==> config.mk <==
export PLATFORM = sky130hd
export DESIGN_NAME = boost_sw_ctrl
export DESIGN_NICKNAME = d
export VERILOG_FILES = /design/src/rtl/boost_sw_pkg.sv /design/src/rtl/swmode_tracker.sv /design/src/rtl/swgate_seq.sv /design/src/rtl/boost_sw_ctrl.sv
export SDC_FILE = /design/constraint.sdc
export NUM_CORES = 1
export LEC_CHECK = 0
export BUFFER_PORTS_ARGS = -buffer_cell sky130_fd_sc_hd__buf_2
export CORE_MARGIN = 5
export CORE_UTILIZATION = 50
export DETAILED_ROUTE_END_ITERATION = 8
export GPL_TIMING_DRIVEN = 0
export PLACE_DENSITY = 0.76
export SLEW_MARGIN = 20
export SYNTH_ARGS = -nofsm -noshare
export SYNTH_HDL_FRONTEND = slang
export SYNTH_SLANG_ARGS = --single-unit
export TNS_END_PERCENT = 1
==> constraint.sdc <==
create_clock -name clk -period 1.9 [get_ports clk]
set_input_delay 0 -clock clk [delete_from_list [all_inputs] [get_ports clk]]
set_output_delay 0 -clock clk [all_outputs]
set_load 0.01 [all_outputs]
==> src/rtl/boost_sw_pkg.sv <==
package boost_sw_pkg;
  typedef enum logic [2:0] {
    ST_IDLE = 3'd0,
    ST_HS   = 3'd1,
    ST_GAPL = 3'd2,
    ST_LS   = 3'd3,
    ST_GAPH = 3'd4
  } sw_state_t;
endpackage

==> src/rtl/swmode_tracker.sv <==
module swmode_tracker #(
  parameter int ZC_RUN  = 8,
  parameter int LIM_RUN = 16
) (
  input  logic clk,
  input  logic rst,
  input  logic osc_tick,
  input  logic zero_cross,
  input  logic ilim_hit,
  input  logic vout_lo,
  output logic pfm_mode,
  output logic fault_q,
  output logic fault_set
);
  localparam int ZW = $clog2(ZC_RUN + 1);
  localparam int LW = $clog2(LIM_RUN + 1);
  localparam logic [ZW-1:0] ZC_LAST  = ZW'(ZC_RUN - 1);
  localparam logic [LW-1:0] LIM_LAST = LW'(LIM_RUN - 1);

  logic          zc_seen, lim_seen;
  logic [ZW-1:0] zc_cnt;
  logic [LW-1:0] lim_cnt;
  logic          zc_hit, lim_hit_per;

  assign zc_hit      = zc_seen | zero_cross;
  assign lim_hit_per = lim_seen | ilim_hit;
  assign fault_set   = osc_tick & lim_hit_per & (lim_cnt == LIM_LAST) & ~fault_q;

  always_ff @(posedge clk) begin
    if (rst) begin
      zc_seen  <= 1'b0;
      lim_seen <= 1'b0;
      lim_cnt  <= '0;
      fault_q  <= 1'b0;
    end else begin
      if (osc_tick) begin
        zc_seen  <= 1'b0;
        lim_seen <= 1'b0;
        if (!lim_hit_per)            lim_cnt <= '0;
        else if (lim_cnt != LIM_LAST) lim_cnt <= lim_cnt + 1'b1;
      end else begin
        zc_seen  <= zc_hit;
        lim_seen <= lim_hit_per;
      end
      if (fault_set) fault_q <= 1'b1;
    end
  end

  always_ff @(posedge clk) begin
    if (rst) begin
      pfm_mode <= 1'b0;
      zc_cnt   <= '0;
    end else if (pfm_mode && vout_lo) begin
      pfm_mode <= 1'b0;
      zc_cnt   <= '0;
    end else if (osc_tick) begin
      if (pfm_mode || !zc_hit) begin
        zc_cnt <= '0;
      end else if (zc_cnt == ZC_LAST) begin
        pfm_mode <= 1'b1;
        zc_cnt   <= '0;
      end else begin
        zc_cnt <= zc_cnt + 1'b1;
      end
    end
  end
endmodule

==> src/rtl/swgate_seq.sv <==
module swgate_seq
  import boost_sw_pkg::*;
#(
  parameter int DEAD_CYC = 2
) (
  input  logic clk,
  input  logic rst,
  input  logic pfm_mode,
  input  logic kill,
  input  logic osc_tick,
  input  logic pwm_trip,
  input  logic zero_cross,
  input  logic valley_low,
  input  logic vout_hi,
  output logic hi_gate,
  output logic lo_gate,
  output logic sw_strobe
);
  localparam int DW = $clog2(DEAD_CYC + 1);
  localparam logic [DW-1:0] GAP_LOAD = DW'(DEAD_CYC - 1);

  sw_state_t     st, st_n;
  logic [DW-1:0] gap, gap_n;

  always_comb begin
    st_n  = st;
    gap_n = gap;
    if (kill) begin
      st_n  = ST_IDLE;
      gap_n = '0;
    end else if (osc_tick && !pfm_mode) begin
      if (st != ST_HS) begin
        st_n  = ST_GAPH;
        gap_n = GAP_LOAD;
      end
    end else if (osc_tick && pfm_mode && !vout_hi) begin
      case (st)
        ST_IDLE: st_n = ST_LS;
        ST_LS:   st_n = ST_LS;
        default: begin
          st_n  = ST_GAPL;
          gap_n = GAP_LOAD;
        end
      endcase
    end else begin
      case (st)
        ST_GAPH: if (gap == '0) st_n = ST_HS; else gap_n = gap - 1'b1;
        ST_GAPL: if (gap == '0) st_n = ST_LS; else gap_n = gap - 1'b1;
        ST_HS: begin
          if (!pfm_mode && pwm_trip) begin
            st_n  = ST_GAPL;
            gap_n = GAP_LOAD;
          end else if (pfm_mode && zero_cross) begin
            st_n = ST_IDLE;
          end
        end
        ST_LS: begin
          if (pfm_mode && (valley_low || vout_hi)) begin
            st_n  = ST_GAPH;
            gap_n = GAP_LOAD;
          end
        end
        default: st_n = st;
      endcase
    end
  end

  always_ff @(posedge clk) begin
    if (rst) begin
      st        <= ST_IDLE;
      gap       <= '0;
      hi_gate   <= 1'b0;
      lo_gate   <= 1'b0;
      sw_strobe <= 1'b0;
    end else begin
      st        <= st_n;
      gap       <= gap_n;
      hi_gate   <= (st_n == ST_HS);
      lo_gate   <= (st_n == ST_LS);
      sw_strobe <= (st_n == ST_LS) && (st != ST_LS);
    end
  end
endmodule

==> src/rtl/boost_sw_ctrl.sv <==
module boost_sw_ctrl #(
  parameter int DEAD_CYC = 2,
  parameter int ZC_RUN   = 8,
  parameter int LIM_RUN  = 16
) (
  input  logic clk,
  input  logic rst,
  input  logic osc_tick,
  input  logic pwm_trip,
  input  logic zero_cross,
  input  logic valley_low,
  input  logic ilim_hit,
  input  logic vout_hi,
  input  logic vout_lo,
  output logic lo_gate,
  output logic hi_gate,
  output logic sw_strobe,
  output logic oc_fault
);
  logic pfm_mode, fault_q, fault_set;

  swmode_tracker #(.ZC_RUN(ZC_RUN), .LIM_RUN(LIM_RUN)) u_trk (
    .clk(clk), .rst(rst), .osc_tick(osc_tick), .zero_cross(zero_cross),
    .ilim_hit(ilim_hit), .vout_lo(vout_lo), .pfm_mode(pfm_mode),
    .fault_q(fault_q), .fault_set(fault_set)
  );

  swgate_seq #(.DEAD_CYC(DEAD_CYC)) u_seq (
    .clk(clk), .rst(rst), .pfm_mode(pfm_mode), .kill(fault_q | fault_set),
    .osc_tick(osc_tick), .pwm_trip(pwm_trip), .zero_cross(zero_cross),
    .valley_low(valley_low), .vout_hi(vout_hi),
    .hi_gate(hi_gate), .lo_gate(lo_gate), .sw_strobe(sw_strobe)
  );

  assign oc_fault = fault_q;
endmodule

Word level (Yosys, flattened, before mapping)
Index checks and enable logic that the tools add are counted.
{ "word_totals": {"inputBits": 9, "reg_bits": 21, "wordCells": 86} }
{ "classes": {"n_addsub": 3, "reduce_logical": 24, "bitwise_logic": 8, "n_mux": 23, "eq_ne": 17} }
{ "op_table": {"columns": ["operator", "count"], "rows": [
  ["3-bit two-way mux", 9],
  ["2-bit two-way mux", 7],
  ["3-bit one-hot mux with 4 select lines", 1],
  ["5-bit two-way mux", 2],
  ["2-bit OR reduction", 5],
  ["3-bit by 2-bit equality test with 1-bit output, second input constant", 3],
  ["1-bit logical AND", 8],
  ["4-bit two-way mux", 2],
  ["4-bit by 1-bit inequality test with 1-bit output, second input constant", 2],
  ["3-bit by 1-bit equality test with 1-bit output, second input constant", 2],
  ["3-bit by 2-bit inequality test with 1-bit output, second input constant", 2],
  ["2-bit one-hot mux with 3 select lines", 1],
  ["6-bit AND reduction", 1],
  ["5-bit by 1-bit adder with 5-bit output, second input constant", 1],
  ["5-bit by 4-bit equality test with 1-bit output, second input constant", 1],
  ["5-bit by 4-bit inequality test with 1-bit output, second input constant", 1],
  ["5-bit nonzero test", 1],
  ["4-bit by 1-bit adder with 4-bit output, second input constant", 1],
  ["4-bit by 3-bit equality test with 1-bit output, second input constant", 1],
  ["2-bit inequality test, second input constant", 2],
  ["4-bit by 2-bit inequality test with 1-bit output, second input constant", 1],
  ["1-bit AND", 3],
  ["3-bit equality test, second input constant", 1],
  ["1-bit zero test", 3],
  ["other kinds (10)", 14]
]} }

Logic depth before layout (Yosys ltp)
Gate-level depths: netlist of the first run.
{ "depth": {"word_depth": 9, "ltp_mapped": 8} }

By module
Synthesis of the first run repeated with hierarchy kept, for this count alone.
{ "hier_totals": {"hier_cells": 149, "area_unflattened_um2": 1316.3} }
{ "modules_own_cells": {"columns": ["module", "seq_area_each_um2", "instances", "area_per_inst_um2", "cells_each"], "rows": [
  ["swgate_seq", 160.2, 1, 675.6, 76],
  ["swmode_tracker", 260.2, 1, 634.4, 72],
  ["boost_sw_ctrl", 0.0, 1, 6.3, 1]
]} }

Least setup slack after synthesis of the first run
OpenSTA, ideal clock, no wires.
{ "synth_timing": {"path_kind": "reg-to-reg", "startpoint": "register u_trk.lim_cnt[0]", "endpoint": "register u_seq.sw_strobe", "arrival_time_ps": 1628, "t_required_ps": 1812, "setup_time_ps": 88, "period_less_slack_ps": 1716, "slack_ps": 184, "path_stages_with_launch": 8, "cell_sequence": "dfxtp_1 -> ha_1 -> and3_1 -> ha_1 -> o21ai_0 -> a21oi_1 -> a211o_1 -> nor4_2"} }
{ "synth_via": {"elab_chain_cells": 7} }
{ "synth_rtl": {"columns": ["item", "line", "text"], "rows": [
  ["start: declaration", "swmode_tracker.sv:22", "logic [LW-1:0] lim_cnt;"],
  ["start signal: assignment", "swmode_tracker.sv:40", "else if (lim_cnt != LIM_LAST) lim_cnt <= lim_cnt + 1'b1;"],
  ["5-bit by 4-bit equality test with 1-bit output", "swmode_tracker.sv:27", "assign fault_set = osc_tick & lim_hit_per & (lim_cnt == LIM_LAST) & ~fault_q;"],
  ["1-bit AND (2 in series)", "swmode_tracker.sv:27", null],
  ["1-bit OR", "boost_sw_ctrl.sv:29", ".clk(clk), .rst(rst), .pfm_mode(pfm_mode), .kill(fault_q | fault_set),"],
  ["3-bit two-way mux", "swgate_seq.sv:28", "if (kill) begin"],
  ["3-bit by 2-bit equality test with 1-bit output", "swgate_seq.sv:80", "sw_strobe <= (st_n == ST_LS) && (st != ST_LS);"],
  ["1-bit logical AND", "swgate_seq.sv:80", null],
  ["end signal: assignment", "swgate_seq.sv:80", null],
  ["end: declaration", "swgate_seq.sv:17", "output logic sw_strobe"]
]} }
Every way passes these cells.
A chain may end at the register's enable or synchronous reset.

Worst setup path after layout of the first run
Ends and elaborated chain as after synthesis.

==> impl_metrics.tcl, run 1 <==
set metrics [dict create \
    leakage_nw 0.516 \
    antenna_found_initial 0 \
    final_core_util_pct 58.1 \
    setup_slack_ps 85.7 \
    die_area_um2 3300 \
    fin_skew_ps 1.56 \
    pwr-share-comb_pct 18.1 \
    first_pass_grt_wire_length_mm 4.22 \
    grt_setup_unrepaired "false" \
    nNetsFinal 167 \
    area_growth_pct 12.1 \
    ys_ff_latch 21 \
    postCtsSetupBuffers 0 \
    startpoint_type "flop" \
    avgRoutedWirePerCell_um 12.7 \
    dp_slack_ps 23.8 \
    run_status "completed" \
    synth_enable_flop_cells 0 \
    worst_path_largest_cell_delay_ps 350 \
    tritoncts_clock_tree "built" \
    worst_path_slowest_cell "sky130_fd_sc_hd__dfxtp_1" \
    fp.coreArea_um2 2170 \
    clk_pin_slew_ps 110 \
    max-clock-path-buffers 2 \
    report.final.slew_viol_count 0 \
    worst_ir_drop_vdd_mv 0.578 \
    post_synth_inst_count 137 \
    dr.first_iter.drc_count 28 \
    worst-setup-path-type "reg2reg" \
    synth-warning-count 0 \
    synth_area_leaders "sky130_fd_sc_hd__dfxtp_1, sky130_fd_sc_hd__nor2_1, sky130_fd_sc_hd__a21oi_1" \
    yosysTopAreaCellShare_pct 37.4 \
    max-cap-violations 0 \
    grt_overflow 0 \
    clkLatencyLatePin_ps 300 \
    setup_total_negative_slack_ps 0 \
    timing.final.hold_violations 0 \
    drive_above_1_share_pct 20.3 \
    slew_at_the_pin_closest_to_its_max_slew_limit_ps 665 \
    cp_data_arrival_time_ps 2040 \
    grt_max_degree 12 \
    detail_route.vias_per_cell 5.68 \
    library_cell_occupying_the_most_area_in_the_post_synthesis_netlist "sky130_fd_sc_hd__dfxtp_1" \
    crit_path_cell_trace "ha_1, and3_1, ha_2, o21ai_2, a21oi_1, a211o_1, nor4_2" \
    clock-sinks 21 \
    yosys-top-cells-count "sky130_fd_sc_hd__dfxtp_1, sky130_fd_sc_hd__nor2_1, sky130_fd_sc_hd__a21oi_1, sky130_fd_sc_hd__o21ai_0, sky130_fd_sc_hd__nor3_1" \
    syn_avg_cell_area_um2 8.20 \
    critical_path_startpoint "u_trk.lim_cnt[0]$_SDFFE_PP0P_" \
    num-fill-cells 221 \
    worst_r2r_src "u_trk.lim_cnt[0]$_SDFFE_PP0P_" \
    end_kind "flop" \
    routabilityCongestion 0.850 \
    postRouteWirelength_mm 2.30 \
    dp_hpwl_mm 1.76 \
    start_util_pct 51.8 \
    synth_ff_type "sky130_fd_sc_hd__dfxtp_1" \
    timing.reg2reg.worst_path_depth 7 \
    dr.pass1.iters 4 \
    die_x_um 57.4 \
    h-tree-depth 1 \
    power.switching_uw 226 \
    seq_area_frac_synth_pct 37.4 \
    hold_path_startpoint "rst" \
    io_pins 13 \
    seq_area_um2 420 \
    drc 0 \
    globalRouteTotalUtil_pct 15.9 \
    syn-num-nets 150 \
    pwr-share-clk_pct 25.4 \
    timing.fmax_mhz 551 \
    power.switching_fraction_pct 27.3 \
    seqPwrFrac_pct 56.5 \
    p_int_uw 603 \
    min_path_type "in2reg" \
    post_layout_min_period_ps 1810 \
    core.rowCount 17 \
    crit_path_max_fanout 5 \
    vias_in_the_first_global_route 1000 \
    critical_path_required_ps 2120 \
    ctsRootBufferMaster "sky130_fd_sc_hd__clkbuf_4" \
    hold-worst-slack_ps 6.35 \
    buffers_added_on_ports 11 \
    count_of_inserted_antenna_diode_cells 0 \
    die_y_um 57.4 \
    clock_buffers_created_by_tritoncts 3 \
    setup_viol 0 \
    pwr_density_cell_nw_per_um2 658 \
    whs_path_depth 4 \
    slew_margin_rel_pct 55.2 \
    yosys.cell_types.count 44 \
    drtAntennaViolNets 0 \
    multiInputGateArea_um2 639 \
    synth_area_um2 1120 \
    synth-async-reset-ratio_pct 0 \
    final_min_period_over_clock_period_pct 95.5 \
    vias 1028 \
]
## layout make-up
type                    instances  share of cell area (%)
multi-input cells             102                    50.7
repair buffers                 12                    5.16
flip-flops and latches         21                    33.4
well taps                      28                    2.78
inverters                       8                    2.38
plain buffers                   6                    3.48
clock buffers                   4                    2.09
## worst max-delay path: cells and delay by family (launching register included)
kind                     cells  cell delay [ps]
AO/OA/AOI/OAI                3              500
adder cells (fa/ha/maj)      2              440
flip-flops                   1              350
AND/OR/NAND/NOR              2              430
## through the flow
step / cell area [µm²] / cells / power [mW]
floorplan: 1120 / 137 / 0.588
global placement: 1210 / 176 / 0.618
detailed placement: 1210 / 176 / 0.625
CTS: 1250 / 181 / 0.835
global route: 1260 / 181 / 0.888
finish: 1260 / 181 / 0.829
## kinds of logic after synthesis
family | synth area share [%]
compound gates | 20.5
simple gates | 30.3
xor+xnor | 0.780
fa+ha+maj | 4.45
flops | 37.4
buf+inv | 6.57
## metal layers
layer	part of all wire (%)	track usage, %	up-vias
met3	5.1	3.17	7
met1	44	19.9	471
met4	2.4	6.62	0
li1	-	-	524
met5	0	0	-
met2	48	26.3	26
## state kept, by name (all words and copies together), names as in the netlist
name / cells
u_seq.lo_gate: 1
u_seq.st: 3
u_seq.sw_strobe: 1
u_trk.fault_q: 1
u_trk.lim_seen: 1
u_trk.zc_seen: 1
u_trk.pfm_mode: 1
u_trk.lim_cnt: 5
u_trk.zc_cnt: 4
u_seq.gap: 2
u_seq.hi_gate: 1
## timing repair
item | in CTS | in global routing
setup endpoints to repair | 1 | 5
endpoints found under the hold margin | 2 | 0
resized for setup | 1 | 4
hold buffers | 1 | 0
## placed cells by master, fill, tap and decap left out, drive strengths merged
cell / synthesis / layout
a211o: 1 / 1
a21boi: 1 / 1
a21o: 1 / 1
a21oi: 12 / 12
a22oi: 3 / 3
a31oi: 3 / 3
and3: 2 / 2
and3b: 1 / 1
and4: 1 / 1
and4b: 1 / 1
buf: 5 / 16
clkbuf: 1 / 5
dfxtp: 21 / 21
dlygate4sd3: 0 / 1
ha: 4 / 4
inv: 8 / 8
nand2: 6 / 6
nand2b: 2 / 2
nand3: 1 / 1
nand3b: 2 / 2
nor2: 21 / 21
nor2b: 2 / 2
nor3: 9 / 9
nor3b: 3 / 3
nor4: 1 / 1
nor4b: 2 / 2
o211ai: 1 / 1
o21ai: 10 / 10
o21bai: 1 / 1
o22ai: 1 / 1
o2bb2ai: 1 / 1
o31a: 1 / 1
o31ai: 2 / 2
or2: 2 / 2
or3: 2 / 2
or4b: 1 / 1
xor2: 1 / 1
## path summary, 6_finish.rpt
check,end,slack (ps)
setup / recovery,u_seq.sw_strobe$_SDFF_PP0_,90
setup reg to reg,u_seq.sw_strobe$_SDFF_PP0_,90
hold reg to reg,u_trk.zc_cnt[2]$_SDFFE_PP0P_,490
hold / removal,u_seq.st[2]$_SDFF_PP0_,6
## power by group through the flow
| stage | registers (mW) | logic [mW] | clock network (mW) |
|---|---|---|---|
| after floorplan | 0.476 | 0.111 | 0 |
| after global placement | 0.477 | 0.141 | 0 |
| after detailed placement | 0.478 | 0.147 | 0 |
| after CTS | 0.468 | 0.149 | 0.218 |
| after global routing | 0.471 | 0.170 | 0.247 |
| final | 0.468 | 0.150 | 0.211 |
Power figures use the tool's default switching activity.
==> run 2, diff against run 1 <==
--- a/config.mk
+++ b/config.mk
@@ -7,10 +7,10 @@
 export LEC_CHECK = 0
 export BUFFER_PORTS_ARGS = -buffer_cell sky130_fd_sc_hd__buf_2
 export CORE_MARGIN = 5
-export CORE_UTILIZATION = 50
+export CORE_UTILIZATION = 30
 export DETAILED_ROUTE_END_ITERATION = 8
 export GPL_TIMING_DRIVEN = 0
-export PLACE_DENSITY = 0.76
+export PLACE_DENSITY = 0.53
 export SLEW_MARGIN = 20
 export SYNTH_ARGS = -nofsm -noshare
 export SYNTH_HDL_FRONTEND = slang
==> impl_metrics.tcl, run 2 (synthesis gave the netlist of run 1 again) <==
set metrics [dict create \
    startpoint_type "flop" \
    detail_route.vias_per_cell 5.18 \
    avgRoutedWirePerCell_um 12.0 \
    critical_path_startpoint "u_trk.lim_cnt[0]$_SDFFE_PP0P_" \
    vias_in_the_first_global_route 980 \
    worst_path_largest_cell_delay_ps 340 \
    die_x_um 71.2 \
    leakage_nw 0.522 \
    dr.pass1.iters 4 \
    layout_common_cells "sky130_fd_sc_hd__nor2_1, sky130_fd_sc_hd__dfxtp_1, sky130_fd_sc_hd__buf_2" \
    timing.fmax_mhz 570 \
    dp.cells 196 \
    worst_path_slowest_cell "sky130_fd_sc_hd__dfxtp_1" \
    ctsRootBufferMaster "sky130_fd_sc_hd__clkbuf_8" \
    clock_buffers_created_by_tritoncts 3 \
    clkLatencyLatePin_ps 260 \
    report.final.slew_viol_count 0 \
    crit_path_max_fanout 5 \
    drive_above_1_share_pct 20.9 \
    clock-sinks 21 \
    stdcell_count 201 \
    hold-worst-slack_ps 51.9 \
    globalRouteTotalUtil_pct 10.1 \
    routabilityCongestion 0.876 \
    vias 1042 \
    multiInputGateArea_um2 643 \
    seq_area_um2 420 \
    run_status "completed" \
    postRouteWirelength_mm 2.41 \
    core.rowCount 22 \
    max_flop_register "u_trk.lim_cnt" \
    worst_r2r_src "u_trk.lim_cnt[0]$_SDFFE_PP0P_" \
    h-tree-depth 1 \
    clk_pin_slew_ps 80 \
    count_of_inserted_antenna_diode_cells 0 \
    num-fill-cells 387 \
    pwr_density_cell_nw_per_um2 698 \
    worst_ir_drop_vdd_mv 0.264 \
    setup_total_negative_slack_ps 0 \
    drc 0 \
    critical_path_required_ps 2070 \
    nNetsFinal 167 \
    timing.final.hold_violations 0 \
    die_y_um 71.2 \
    die_area_um2 5070 \
    postCtsSetupBuffers 0 \
    worst-r2r-setup-slack_ps 150 \
    worst-setup-path-type "reg2reg" \
    grt_setup_unrepaired "false" \
    slew_at_the_pin_closest_to_its_max_slew_limit_ps 697 \
    end_kind "flop" \
    reg_top3 "u_trk.lim_cnt x5, u_trk.zc_cnt x4, u_seq.st x3" \
    total_power_uw 912 \
    dr.first_iter.drc_count 54 \
    start_util_pct 30.9 \
    post_layout_min_period_ps 1750 \
    max-clock-path-buffers 2 \
    critical_path.reg2reg.endpoint "u_seq.sw_strobe$_SDFF_PP0_" \
    buffers_added_on_ports 11 \
    tritoncts_clock_tree "built" \
    drtAntennaViolNets 0 \
    area_growth_pct 16.4 \
    largest_register_ff_count 5 \
    first_pass_grt_wire_length_mm 4.15 \
    crit_path_cell_trace "ha_1, and3_1, ha_2, o21ai_2, a21oi_1, a211o_1, nor4_2" \
    timing.reg2reg.worst_path_depth 7 \
    min_path_type "in2reg" \
    grt_overflow 0 \
    setup.worst_path.end "u_seq.sw_strobe$_SDFF_PP0_" \
    fin_skew_ps 6.63 \
    final_min_period_over_clock_period_pct 92.3 \
    setup_viol 0 \
    max-cap-violations 0 \
    fp.coreArea_um2 3630 \
    grt_max_degree 12 \
    cp_data_arrival_time_ps 1930 \
    dp_hpwl_mm 1.82 \
    io_pins 13 \
    slew_margin_rel_pct 53.0 \
    antenna_found_initial 0 \
]
[run 2: report_power, final]
group	total [mW]	internal, mW	switching [mW]	leakage (nW)
clock	0.292	0.149	0.143	0.0228
combinational	0.152	0.0646	0.0872	0.328
sequential	0.468	0.457	0.0106	0.171
total	0.912	0.671	0.241	0.522
[run 2: repair_timing]
action                     in CTS  in global routing
hold buffers                    1                  0
setup endpoints to repair       1                  5
hold endpoints to repair        2                  0
gates resized for setup         1                  5
pin swaps                       0                  1
[run 2: area by class of cell]
type	instances	share of cell area, %
repair buffers	12	4.98
multi-input cells	102	49.2
flip-flops and latches	21	32.2
well taps	48	4.59
inverters	8	2.30
clock buffers	4	3.44
plain buffers	6	3.35
[run 2: metrics by stage]
stage / setup slack [ps] / cell area [µm²] / util [%]
floorplan: 184 / 1120 / -
global placement: 22.1 / 1240 / 34.1
detailed placement: 0.787 / 1240 / 34.1
CTS: 0.702 / 1290 / 35.6
global route: 0.0253 / 1310 / 36.0
finish: 146 / 1310 / 36.0
[run 2: critical path: cells and delay by family, from the launching register on]
kind / cells / cell delay [ps]
fa+ha+maj: 2 / 430
compound gates: 3 / 470
flops: 1 / 340
simple gates: 2 / 430
[run 2: layer usage]
metal	vias to the layer above	share of wire, %	GRT usage [%]
li1	526	-	-
met1	478	48	12.4
met2	29	45	16.0
met3	9	5.1	1.99
met4	0	2.7	6.05
met5	-	0	0
[run 2: worst min-delay path by stage]
stage | cells past startpoint | end | from | slack [ps]
final | 3 | u_trk.zc_seen$_SDFF_PP0_ | zero_cross | 50
after global routing | 3 | u_trk.zc_seen$_SDFF_PP0_ | zero_cross | 60
after CTS | 3 | u_trk.zc_seen$_SDFF_PP0_ | zero_cross | 50
after detailed placement | 2 | u_trk.zc_seen$_SDFF_PP0_ | osc_tick | 230
after global placement | 2 | u_trk.zc_seen$_SDFF_PP0_ | osc_tick | 230
after floorplan | 2 | u_trk.zc_seen$_SDFF_PP0_ | zero_cross | 190
